File: src/rtl/hdtx_pkg.sv
package hdtx_pkg;

    typedef enum logic {
        TXM_RECV = 1'b0,
        TXM_SEND = 1'b1
    } txm_e;

    typedef struct packed {
        logic drv;
        logic oe;
    } pad_ctl_t;

endpackage

File: src/rtl/hdtx_frame_pack.sv
module hdtx_frame_pack #(
    parameter int DATA_W = 8,
    parameter int STOP_W = 2,
    localparam int FRAME_W = DATA_W + STOP_W + 2
) (
    input  logic [DATA_W-1:0]  data_i,
    output logic [FRAME_W-1:0] frame_o
);
    // Slot 0 is sent first: start(0), data LSB first, even parity, stops(1).
    always_comb begin
        frame_o                   = '0;
        frame_o[0]                = 1'b0;
        frame_o[DATA_W:1]         = data_i;
        frame_o[DATA_W+1]         = ^data_i;
        frame_o[FRAME_W-1:DATA_W+2] = {STOP_W{1'b1}};
    end
endmodule

File: src/rtl/hdtx_pad_drive.sv
module hdtx_pad_drive
    import hdtx_pkg::*;
(
    input  logic clk,
    input  logic rst_n,
    input  logic busy_i,
    input  logic cur_bit_i,
    input  logic prev_bit_i,
    output logic drv_o,
    output logic oe_o
);
    pad_ctl_t pad_d, pad_q;

    // Zeros always driven; a one is driven only if it follows a zero.
    always_comb begin
        pad_d.drv = busy_i ? cur_bit_i : 1'b1;
        pad_d.oe  = busy_i & (~cur_bit_i | ~prev_bit_i);
    end

    // Falling-edge update so the far end samples on the rising edge.
    always_ff @(negedge clk or negedge rst_n) begin
        if (!rst_n) begin
            pad_q.drv <= 1'b1;
            pad_q.oe  <= 1'b0;
        end else begin
            pad_q <= pad_d;
        end
    end

    assign drv_o = pad_q.drv;
    assign oe_o  = pad_q.oe;
endmodule

File: src/rtl/hdtx_serializer.sv
module hdtx_serializer
    import hdtx_pkg::*;
#(
    parameter int DATA_W = 8,
    parameter int STOP_W = 2
) (
    input  logic              clk,
    input  logic              rst_n,
    input  logic              load_i,
    input  logic [DATA_W-1:0] data_i,
    input  logic              coll_clr_i,
    input  logic              line_i,
    output logic              drv_o,
    output logic              oe_o,
    output logic              busy_o,
    output logic              done_o,
    output logic              coll_o
);
    localparam int FRAME_W = DATA_W + STOP_W + 2;
    localparam int CNT_W   = $clog2(FRAME_W + 1);
    localparam logic [CNT_W-1:0] LAST_SLOT = CNT_W'(FRAME_W - 1);

    typedef struct packed {
        txm_e               mode;
        logic [FRAME_W-1:0] sh;
        logic               prev;
        logic [CNT_W-1:0]   cnt;
        logic               done;
        logic               coll;
    } seq_t;

    seq_t st_d, st_q;
    logic [FRAME_W-1:0] frame_w;
    logic               oe_raw;
    logic               busy_w;
    logic               mismatch_w;

    hdtx_frame_pack #(
        .DATA_W (DATA_W),
        .STOP_W (STOP_W)
    ) u_pack (
        .data_i  (data_i),
        .frame_o (frame_w)
    );

    assign busy_w     = (st_q.mode == TXM_SEND);
    assign mismatch_w = busy_w && (line_i != st_q.sh[0]);

    always_comb begin
        st_d      = st_q;
        st_d.done = 1'b0;
        if (coll_clr_i) begin
            st_d.coll = 1'b0;
        end
        case (st_q.mode)
            TXM_RECV: begin
                if (load_i) begin
                    st_d.mode = TXM_SEND;
                    st_d.sh   = frame_w;
                    st_d.prev = 1'b0;
                    st_d.cnt  = '0;
                end
            end
            default: begin
                if (mismatch_w) begin
                    st_d.mode = TXM_RECV;
                    st_d.coll = 1'b1;
                end else begin
                    st_d.prev = st_q.sh[0];
                    st_d.sh   = {1'b1, st_q.sh[FRAME_W-1:1]};
                    st_d.cnt  = st_q.cnt + 1'b1;
                    if (st_q.cnt == LAST_SLOT) begin
                        st_d.mode = TXM_RECV;
                        st_d.done = 1'b1;
                    end
                end
            end
        endcase
    end

    always_ff @(posedge clk or negedge rst_n) begin
        if (!rst_n) begin
            st_q.mode <= TXM_RECV;
            st_q.sh   <= '1;
            st_q.prev <= 1'b1;
            st_q.cnt  <= '0;
            st_q.done <= 1'b0;
            st_q.coll <= 1'b0;
        end else begin
            st_q <= st_d;
        end
    end

    hdtx_pad_drive u_pad (
        .clk        (clk),
        .rst_n      (rst_n),
        .busy_i     (busy_w),
        .cur_bit_i  (st_q.sh[0]),
        .prev_bit_i (st_q.prev),
        .drv_o      (drv_o),
        .oe_o       (oe_raw)
    );

    // Enable withdrawn at the very rising edge that ends the frame.
    assign oe_o   = oe_raw & busy_w;
    assign busy_o = busy_w;
    assign done_o = st_q.done;
    assign coll_o = st_q.coll;

    a_r4_zero_driven: assert property (@(posedge clk) disable iff (!rst_n)
        (busy_w && !st_q.sh[0]) |-> oe_o);

    a_r5_run_released: assert property (@(posedge clk) disable iff (!rst_n)
        (busy_w && st_q.sh[0] && st_q.prev) |-> !oe_o);

    a_r6_load_starts: assert property (@(posedge clk) disable iff (!rst_n)
        (!busy_w && load_i) |=> busy_o);

    a_r7_done_single: assert property (@(posedge clk) disable iff (!rst_n)
        done_o |=> !done_o);

    a_r8_coll_aborts: assert property (@(posedge clk) disable iff (!rst_n)
        mismatch_w |=> (!busy_o && !oe_o && coll_o && !done_o));

    a_r9_coll_sticky: assert property (@(posedge clk) disable iff (!rst_n)
        (coll_o && !coll_clr_i) |=> coll_o);
endmodule

File: config.mk
export PLATFORM = sky130hd
export DESIGN_NAME = hdtx_serializer
export DESIGN_NICKNAME = d
export VERILOG_FILES = /design/src/rtl/hdtx_pkg.sv /design/src/rtl/hdtx_frame_pack.sv /design/src/rtl/hdtx_pad_drive.sv /design/src/rtl/hdtx_serializer.sv
export SDC_FILE = /design/constraint.sdc
export NUM_CORES = 1
export LEC_CHECK = 0
export ABC_AREA = 1
export BUFFER_PORTS_ARGS = -buffer_cell sky130_fd_sc_hd__buf_2
export CAP_MARGIN = 20
export CORE_MARGIN = 3
export CORE_UTILIZATION = 45
export DETAILED_ROUTE_END_ITERATION = 8
export PLACE_DENSITY = 0.68
export SETUP_SLACK_MARGIN = 0.3
export SYNTH_ARGS = -nofsm -noshare
export SYNTH_HDL_FRONTEND = slang
export SYNTH_SLANG_ARGS = --single-unit
File: constraint.sdc
create_clock -name clk -period 1.35 [get_ports clk]
set_input_delay 0.3375 -clock clk [delete_from_list [all_inputs] [get_ports clk]]
set_output_delay 0.3375 -clock clk [all_outputs]
set_load 0.03 [all_outputs]
==> impl_results.md, run 1 <==
* RSZ-0062 raised after global routing: true
* Placed cell count at 193
* Final std cells w/o fill at 207
* Die ar. at 3279 um^2
* Power per cell area at 2167 nW/um^2
* Total GRT Usage at 0.1854
* Fin nets at 194
* Worst path max stage delay at 0.52 ns
* Initial antenna violation count at 0
* Clock root cell: clkbuf_4
* Core area at 2340 um^2
* Hold Fails Final Rpt at 0
* RR Startpoint: busy_o
* CTS buffer count at 3
* Drt pass-1 iters at 4
* Final setup viols at 17
* Vias per cell at 4.942
* Crit path required time at 1.01 ns
* Total number of vias at 1,023
* Initial DRC count at 33
* # DRC at 0
* Crit-path max FO at 1
* Lkg Pwr at 0.8521 nW
* Post-Syn Instances at 141
* Buf+Inv Stages, Crit Path at 1
* Crit path DAT at 1.70 ns
* Slew headroom at 0.8783
* Vias in the first global route at 1,090
* Die Wd at 57.26 um
* Number of buffers added on ports at 17
* H-tree levels at 1
* Share of cells above drive strength 1 at 0.5251
* Fill count at 168
* Setup crit start kind: register
* Synth cell types at 23
* Placed wire-length estimate at 1.755 mm
* Synthesis-to-layout area growth at 43.28%
* Share of the yosys chip area belonging to registers at 0.4804
* Worst Setup Slack, final at -0.6864 ns
* Worst Setup SP: u_pad.drv_o
* Failing checks: negative setup slack
* Register Area at 569.3 um^2
* Num ports at 18
* Max-Cap Viols at 0
* Cell family with most CP delay: flip-flops
* GP Congestion at 0.7215
* CTS tree: done
* Place WS at -0.3353 ns
* Post-synthesis cell area at 1182 um^2
* Clk Latency, worst-skew pair at 0.38 ns
* Ys Warns at 0
* Total clock sinks at 22
* Num rows at 17
* # diodes at 0
* Largest net degree at the start of global routing at 15
* FF+latch count, synth at 22
* Hold Crit Class: primary input to asynchronous set/reset pin
* Final Util at 0.7241
* Area of the multi-input gates at 620.6 um^2
* Clk buf depth at 2
* Clock skew at 0.05571 ns
* Clk pin slew, worst setup/hold paths at 0.14 ns
* Worst-Margin Slew at 0.1825 ns
* DRT antenna net count at 0
* Die Y at 57.26 um
* Worst IR Drop VDD at 1716 uV
* Design area at 1694 um^2
* Placed Instance Area at 1364 um^2
* GRT overflow at 0
* Syn nets at 155
* Max-slew violations at 0
* Critical Path, Cell by Cell: buf_6
* Endpoint class of the critical path: output pin
* Routed WL at 2.905 mm
* Status: finished with violations
* Initial Utilization at 0.5053
* Avg WL per Cell at 14.03 um
* Avg Inst Size Synth at 8.386 um^2
* First-pass GRT wire length at 4.740 mm
* Critical path class: register to output pin
* CP max stage cell: dfstp_2
-- metal layers --
metal | part of all wire | vias up | track usage
li1 | - | 514 | -
met1 | 0.40 | 489 | 0.2114
met2 | 0.56 | 18 | 0.3491
met3 | 0.029 | 2 | 0.04072
met4 | 0.0090 | 0 | 0.04305
met5 | 0 | - | 0
-- cells in the mapped netlist --
| library cell | n | share of area |
|---|---|---|
| nor2_1 | 7 | 0.022 |
| inv_2 | 3 | 0.0095 |
| dfrtn_1 | 1 | 0.021 |
| nand2_8 | 1 | 0.017 |
| nand2_1 | 55 | 0.17 |
| xor2_1 | 1 | 0.0074 |
| o21ai_2 | 1 | 0.0074 |
| inv_1 | 18 | 0.057 |
| nand2_4 | 2 | 0.019 |
| ha_1 | 1 | 0.011 |
| inv_4 | 1 | 0.0053 |
| o21ai_1 | 1 | 0.0042 |
| buf_4 | 1 | 0.0064 |
| xnor2_1 | 1 | 0.0074 |
| o211ai_1 | 3 | 0.019 |
| nand2_2 | 7 | 0.037 |
| o211ai_2 | 5 | 0.053 |
| dfrtp_1 | 7 | 0.15 |
| buf_12 | 1 | 0.017 |
| dfstp_2 | 14 | 0.31 |
| nand3_1 | 4 | 0.017 |
| o22ai_1 | 3 | 0.016 |
| a21oi_1 | 3 | 0.013 |
-- state kept, by name, summed over array words and instances, names as in the netlist --
| register | count |
|---|---|
| st_q | 17 |
| done_o | 1 |
| busy_o | 1 |
| u_pad.drv_o | 1 |
| coll_o | 1 |
| u_pad.oe_o | 1 |
-- final cells by class --
class                   instances  share of cell area
well taps                      28             0.02068
inverters                      21             0.05687
clock inverters                 1            0.002216
multi-input cells              95              0.3663
flip-flops and latches         22              0.3360
repair buffers                 35              0.1832
repair inverters                1            0.006647
clock buffers                   4             0.02807
-- layout by cell type (no fill, tap or decap) --
cell,n
inv_1,17
buf_4,6
a21oi_2,3
nor2_2,1
dfrtn_1,1
nor2_1,3
o211ai_1,3
o22ai_2,2
nand3_1,4
xnor2_1,1
o21ai_2,2
buf_2,12
o22ai_4,1
inv_8,2
ha_1,1
nand2_1,47
xor2_1,1
buf_12,1
buf_8,1
dfstp_2,14
clkbuf_4,3
nand2_4,3
dlymetal6s4s_1,1
nor2_4,3
inv_6,1
clkbuf_16,1
dfrtp_2,1
dfrtp_1,6
o211ai_2,5
nand2_8,3
buf_6,14
inv_2,2
clkinv_4,1
nand2_2,12
-- through the flow --
| stage | hold WS, ns | TNS [ns] | power (W) |
|---|---|---|---|
| after detailed placement | 0.2838 | -0.7187 | 0.002484 |
| final | 0.1504 | -1.980 | 0.003672 |
| after global placement | 0.2776 | -0.7048 | 0.002432 |
| after CTS | 0.1757 | -1.658 | 0.003461 |
| after floorplan | 0.04191 | -0.6129 | 0.002167 |
| after global routing | 0.1495 | -2.750 | 0.003877 |
-- report_power, final --
part / total [W] / internal (W) / switching (W)
logic: 0.00196 / 0.000912 / 0.00105
registers: 0.00126 / 0.00105 / 0.000215
clock network: 0.000450 / 0.000230 / 0.000220
total: 0.00367 / 0.00219 / 0.00148
-- final timing paths --
path | end | slack, ns | cells after the start
max in group asynchronous | u_pad.oe_o | 0.48 | 3
hold reg to reg | st_q[13] | 0.51 | 2
setup reg to reg | u_pad.oe_o | -0.13 | 3
min in group clk | coll_o | 0.21 | 2
setup / recovery | drv_o | -0.69 | 1
hold / removal | coll_o | 0.15 | 3
-- what timing repair did --
action                     CTS  global route
gates resized for setup     35            17
setup buffers                6             2
pin swaps                    6             6
hold buffers                 1             0
hold endpoints to repair     7             0
setup endpoints to repair   26            28
cloned                       1             0
-- cells by family (layout without fill, tap and decap cells) --
| family | after synthesis | count (layout) | share of synthesized area |
|---|---|---|---|
| AOI/OAI and AO/OA | 16 | 16 | 0.1122 |
| xor gates and xnor gates | 2 | 2 | 0.01482 |
| adders and majority gates | 1 | 1 | 0.01058 |
| buffers and inverters | 24 | 62 | 0.09524 |
| DFF | 22 | 22 | 0.4804 |
| and+or+nand+nor | 76 | 76 | 0.2868 |
(Power assumes the default switching activity.)
==> inputs of run 2 (changes only) <==
--- a/config.mk
+++ b/config.mk
@@ -5,13 +5,12 @@
 export SDC_FILE = /design/constraint.sdc
 export NUM_CORES = 1
 export LEC_CHECK = 0
-export ABC_AREA = 1
 export BUFFER_PORTS_ARGS = -buffer_cell sky130_fd_sc_hd__buf_2
 export CAP_MARGIN = 20
 export CORE_MARGIN = 3
 export CORE_UTILIZATION = 45
 export DETAILED_ROUTE_END_ITERATION = 8
-export PLACE_DENSITY = 0.68
+export PLACE_DENSITY = 0.69
 export SETUP_SLACK_MARGIN = 0.3
 export SYNTH_ARGS = -nofsm -noshare
 export SYNTH_HDL_FRONTEND = slang
==> run 2 against run 1 <==
  * The run ends with negative hold slack, negative setup slack left
  * Worst hold slack got worse by 0.15 ns
  * Combinational power about the same
  * Flip-flop and latch count unchanged
  * Final cell count decreased by 21%
  * Cell area decreased by 9.9%
  * Sequential share of layout area increased by 3.7 points
  * Utilization increased by 0.21 points
==> impl_results.md, run 2 <==
* Share of the yosys chip area belonging to registers at 0.5335 (+0.05307)
* Final Util at 0.7262 (+0.002126)
* Clock skew at 0.06037 ns (+0.004663 ns)
* Initial Utilization at 0.5065 (+0.001200)
* Clock root cell: clkbuf_4
* H-tree levels at 1 (unchanged)
* Buf+Inv Stages, Crit Path at 1 (unchanged)
* Pwr Total at 0.003626 W (-1.2%)
* R2R Setup Slk at -0.13 ns (about the same)
* Post-synthesis cell area at 1065 um^2 (-9.9%)
* Clk pin slew, worst setup/hold paths at 0.12 ns (-0.02 ns)
* Crit path depth at 1 (unchanged)
* Post-synthesis mux area share at 0 (unchanged)
* Register Area at 569.3 um^2 (unchanged)
* Share of cells above drive strength 1 at 0.6691 (+0.1440)
* Worst-Margin Slew at 0.3153 ns (+0.1328 ns)
* EDFF count, synth at 0 (unchanged)
* Placed Instance Area at 1259 um^2 (-7.7%)
* Combinational family with the most area after synthesis: compound AO/OA/AOI/OAI gates
* Endpoint class of the critical path: output pin
* Status: finished with violations
* Die Y at 54.65 um (-4.6%)
* Critical path class: register to output pin
* Syn nets at 113 (-27%)
* Largest net degree at the start of global routing at 14 (-1)
* Power per cell area at 2376 nW/um^2 (+9.6%)
* Largest cells by area after synthesis: dfstp_2 35%, dfrtp_1 16%, nand2_1 9.5%
* CTS tree: done
* Fin Setup TNS at -2.372 ns (-0.3928 ns)
* Synth cell types at 31 (+35%)
* Ys Warns at 0 (unchanged)
* Worst R2R Path Depth at 1 (-2)
* FF+latch count, synth at 22 (unchanged)
* Ys flop type: dfstp_2
* Number of buffers added on ports at 17 (unchanged)
* Commonest non-fill, non-tap cell in the layout: buf_6
* Clk Latency, worst-skew pair at 0.37 ns (about the same)
* Power share of the sequential group at 0.366 (+0.022)
* Final std cells w/o fill at 163 (-21%)
* GP Congestion at 0.7346 (+1.8%)
* Max-slew violations at 0 (unchanged)
* Die Wd at 54.65 um (-4.6%)
* Share of the synthesized area in the top cell type at 0.3455 (+0.03436)
* Synthesis-to-layout area growth at 43.36% (about the same)
* GRT overflow at 0 (unchanged)
* Worst Setup Slack, final at -0.6669 ns (+0.01958 ns)
* Fill count at 157 (-6.5%)
* Synth top cells by count: 27 x nand2_1, 14 x dfstp_2, 7 x a22oi_2, 7 x dfrtp_1, 7 x xnor2_1
* Synth Area in XOR/XNOR at 0.08108 (+0.06627)
* Drt pass-1 iters at 4 (unchanged)
* Cell family with most CP delay: flip-flops
* Area of the multi-input gates at 584.3 um^2 (-5.8%)
* Largest Register: st_q
* Hold Crit Class: primary input to asynchronous set/reset pin
* Initial DRC count at 6 (-82%)
* Hold Fails Final Rpt at 6 (+6)
* Placed wire-length estimate at 1.463 mm (-17%)
* Crit path required time at 1.01 ns (about the same)
* Die ar. at 2986 um^2 (-8.9%)
* RR Startpoint: st_q[7]
* DRT antenna net count at 0 (unchanged)
* Fin nets at 151 (-22%)
* Vias per cell at 5.153 (+4.3%)
* # DRC at 0 (unchanged)
* Routed WL at 2.404 mm (-17%)
* Synth Area in Compound Gates at 0.1610 (+0.04882)
* Setup crit start kind: register
* Max-Cap Viols at 0 (unchanged)
* CTS buffer count at 3 (unchanged)
* Final setup viols at 19 (+2)
* Slew headroom at 0.7898 (-0.08855)
* Most frequent cells in the layout: 15 x buf_6, 14 x dfstp_2, 12 x nand2_2, 12 x buf_2, 11 x nand2_1
* Top cell type by total area after synthesis: dfstp_2
* CP max stage cell: dfstp_2
* Switching share of total power at 0.3953 (-0.008030)
* Worst hold margin at -0.004391 ns (-0.1547 ns)
* Post-Synth Adder-Cell Area at 0.02115 (+0.01057)
* Num rows at 16 (-1)
* Clock power frac at 0.092 (-0.031)
* Worst IR Drop VDD at 1435 uV (-16%)
* Design area at 1526 um^2 (-9.9%)
* Clk buf depth at 2 (unchanged)
* Combinational power share at 0.543 (+0.010)
* Total GRT Usage at 0.1880 (+0.002588)
* Internal power of the cells at 0.002193 W (about the same)
* First-pass GRT wire length at 3.960 mm (-16%)
* Avg WL per Cell at 14.75 um (+5.1%)
* Post-Syn Instances at 99 (-30%)
* Avg Inst Size Synth at 10.76 um^2 (+28%)
* R2r endpoint: u_pad.oe_o
* Placed cell count at 149 (-23%)
* Num ports at 18 (unchanged)
* Crit path DAT at 1.68 ns (-0.02 ns)
* Max reg flops at 17 (unchanged)
* Count leader, synth: nand2_1
* Worst path max stage delay at 0.52 ns (about the same)
* Total number of vias at 840 (-18%)
* Initial antenna violation count at 0 (unchanged)
* Lkg Pwr at 0.6873 nW (-19%)
* Async set or reset register ratio after synthesis at 1.000 (unchanged)
* Vias in the first global route at 812 (-26%)
* Failing checks: negative hold slack, negative setup slack
* Simple-Gate Fraction of Synth Area at 0.1598 (-0.1270)
* Core area at 2102 um^2 (-10%)
* # diodes at 0 (unchanged)
* Crit-path max FO at 1 (unchanged)
* Net switching power at 0.001433 W (-3.2%)
* Critical Path, Cell by Cell: buf_6
* RSZ-0062 raised after global routing: true
* Total clock sinks at 22 (unchanged)
## run 2: changes by cell type in the layout (fill, tap and decap cells not counted), moves of 4 or more
cell	previous run	this run
nand2_1	47	11
inv_1	17	2
a22oi_2	0	9
xnor2_1	1	7
o211ai_2	5	0
o21ai_1	0	4
## run 2: worst max-delay path by stage
| stage | start | to | slack (ns) |
|---|---|---|---|
| floorplan | u_pad.drv_o | drv_o | -0.25 |
| global placement | u_pad.drv_o | drv_o | -0.33 |
| detailed placement | u_pad.oe_o | oe_o | -0.34 |
| CTS | u_pad.drv_o | drv_o | -0.67 |
| global route | u_pad.drv_o | drv_o | -0.71 |
| finish | u_pad.drv_o | drv_o | -0.67 |
## run 2: power groups by stage
stage          sequential [W]    clock, W  combinational [W]
3_3_place_gp          0.00126  0.00000927            0.00128
3_5_place_dp          0.00127  0.00000927            0.00131
5_1_grt               0.00136    0.000360            0.00215
2_1_floorplan         0.00133  0.00000927           0.000922
6_report              0.00133    0.000332            0.00197
4_1_cts               0.00128    0.000333            0.00171
## run 2: final cells by class
| type | instances | area share |
|---|---|---|
| timing repair buffer | 36 | 0.1959 |
| multi-input combinational | 71 | 0.3828 |
| sequential | 22 | 0.3730 |
| tap | 27 | 0.02213 |
| clock buffer | 4 | 0.01721 |
| clock inverter | 1 | 0.002459 |
| inverter | 2 | 0.006557 |
## run 2: cell families (layout without fill, tap and decap cells)
group                      Yosys count  count (layout)
AOI/OAI and AO/OA                   20              20
DFF                                 22              22
buffers and inverters                7              43
xor gates and xnor gates             9               9
and+or+nand+nor                     39              40
adders and majority gates            2               2
## run 2: what timing repair did
| item | CTS | global route |
|---|---|---|
| gates cloned | 1 | 0 |
| hold buffers | 1 | 0 |
| hold endpoints to repair | 1 | 0 |
| setup buffers | 5 | 3 |
| gates resized for setup | 30 | 20 |
| pin swaps | 11 | 9 |
| endpoints found under the setup margin | 27 | 27 |
## run 2: per-stage QoR
stage / hold slack, ns / setup slack [ns]
final: -0.004391 / -0.6669
after global routing: 0.01293 / -0.7079
after CTS: 0.007292 / -0.6706
after detailed placement: 0.3123 / -0.3363
after global placement: 0.2999 / -0.3331
after floorplan: 0.04191 / -0.2508
## run 2: metal layers
metal / vias to the layer above / share of wire / GRT usage
li1: 406 / - / -
met2: 21 / 0.53 / 0.3228
met4: 0 / 0.0079 / 0.04979
met3: 3 / 0.042 / 0.02452
met5: - / 0 / 0
met1: 410 / 0.42 / 0.2461
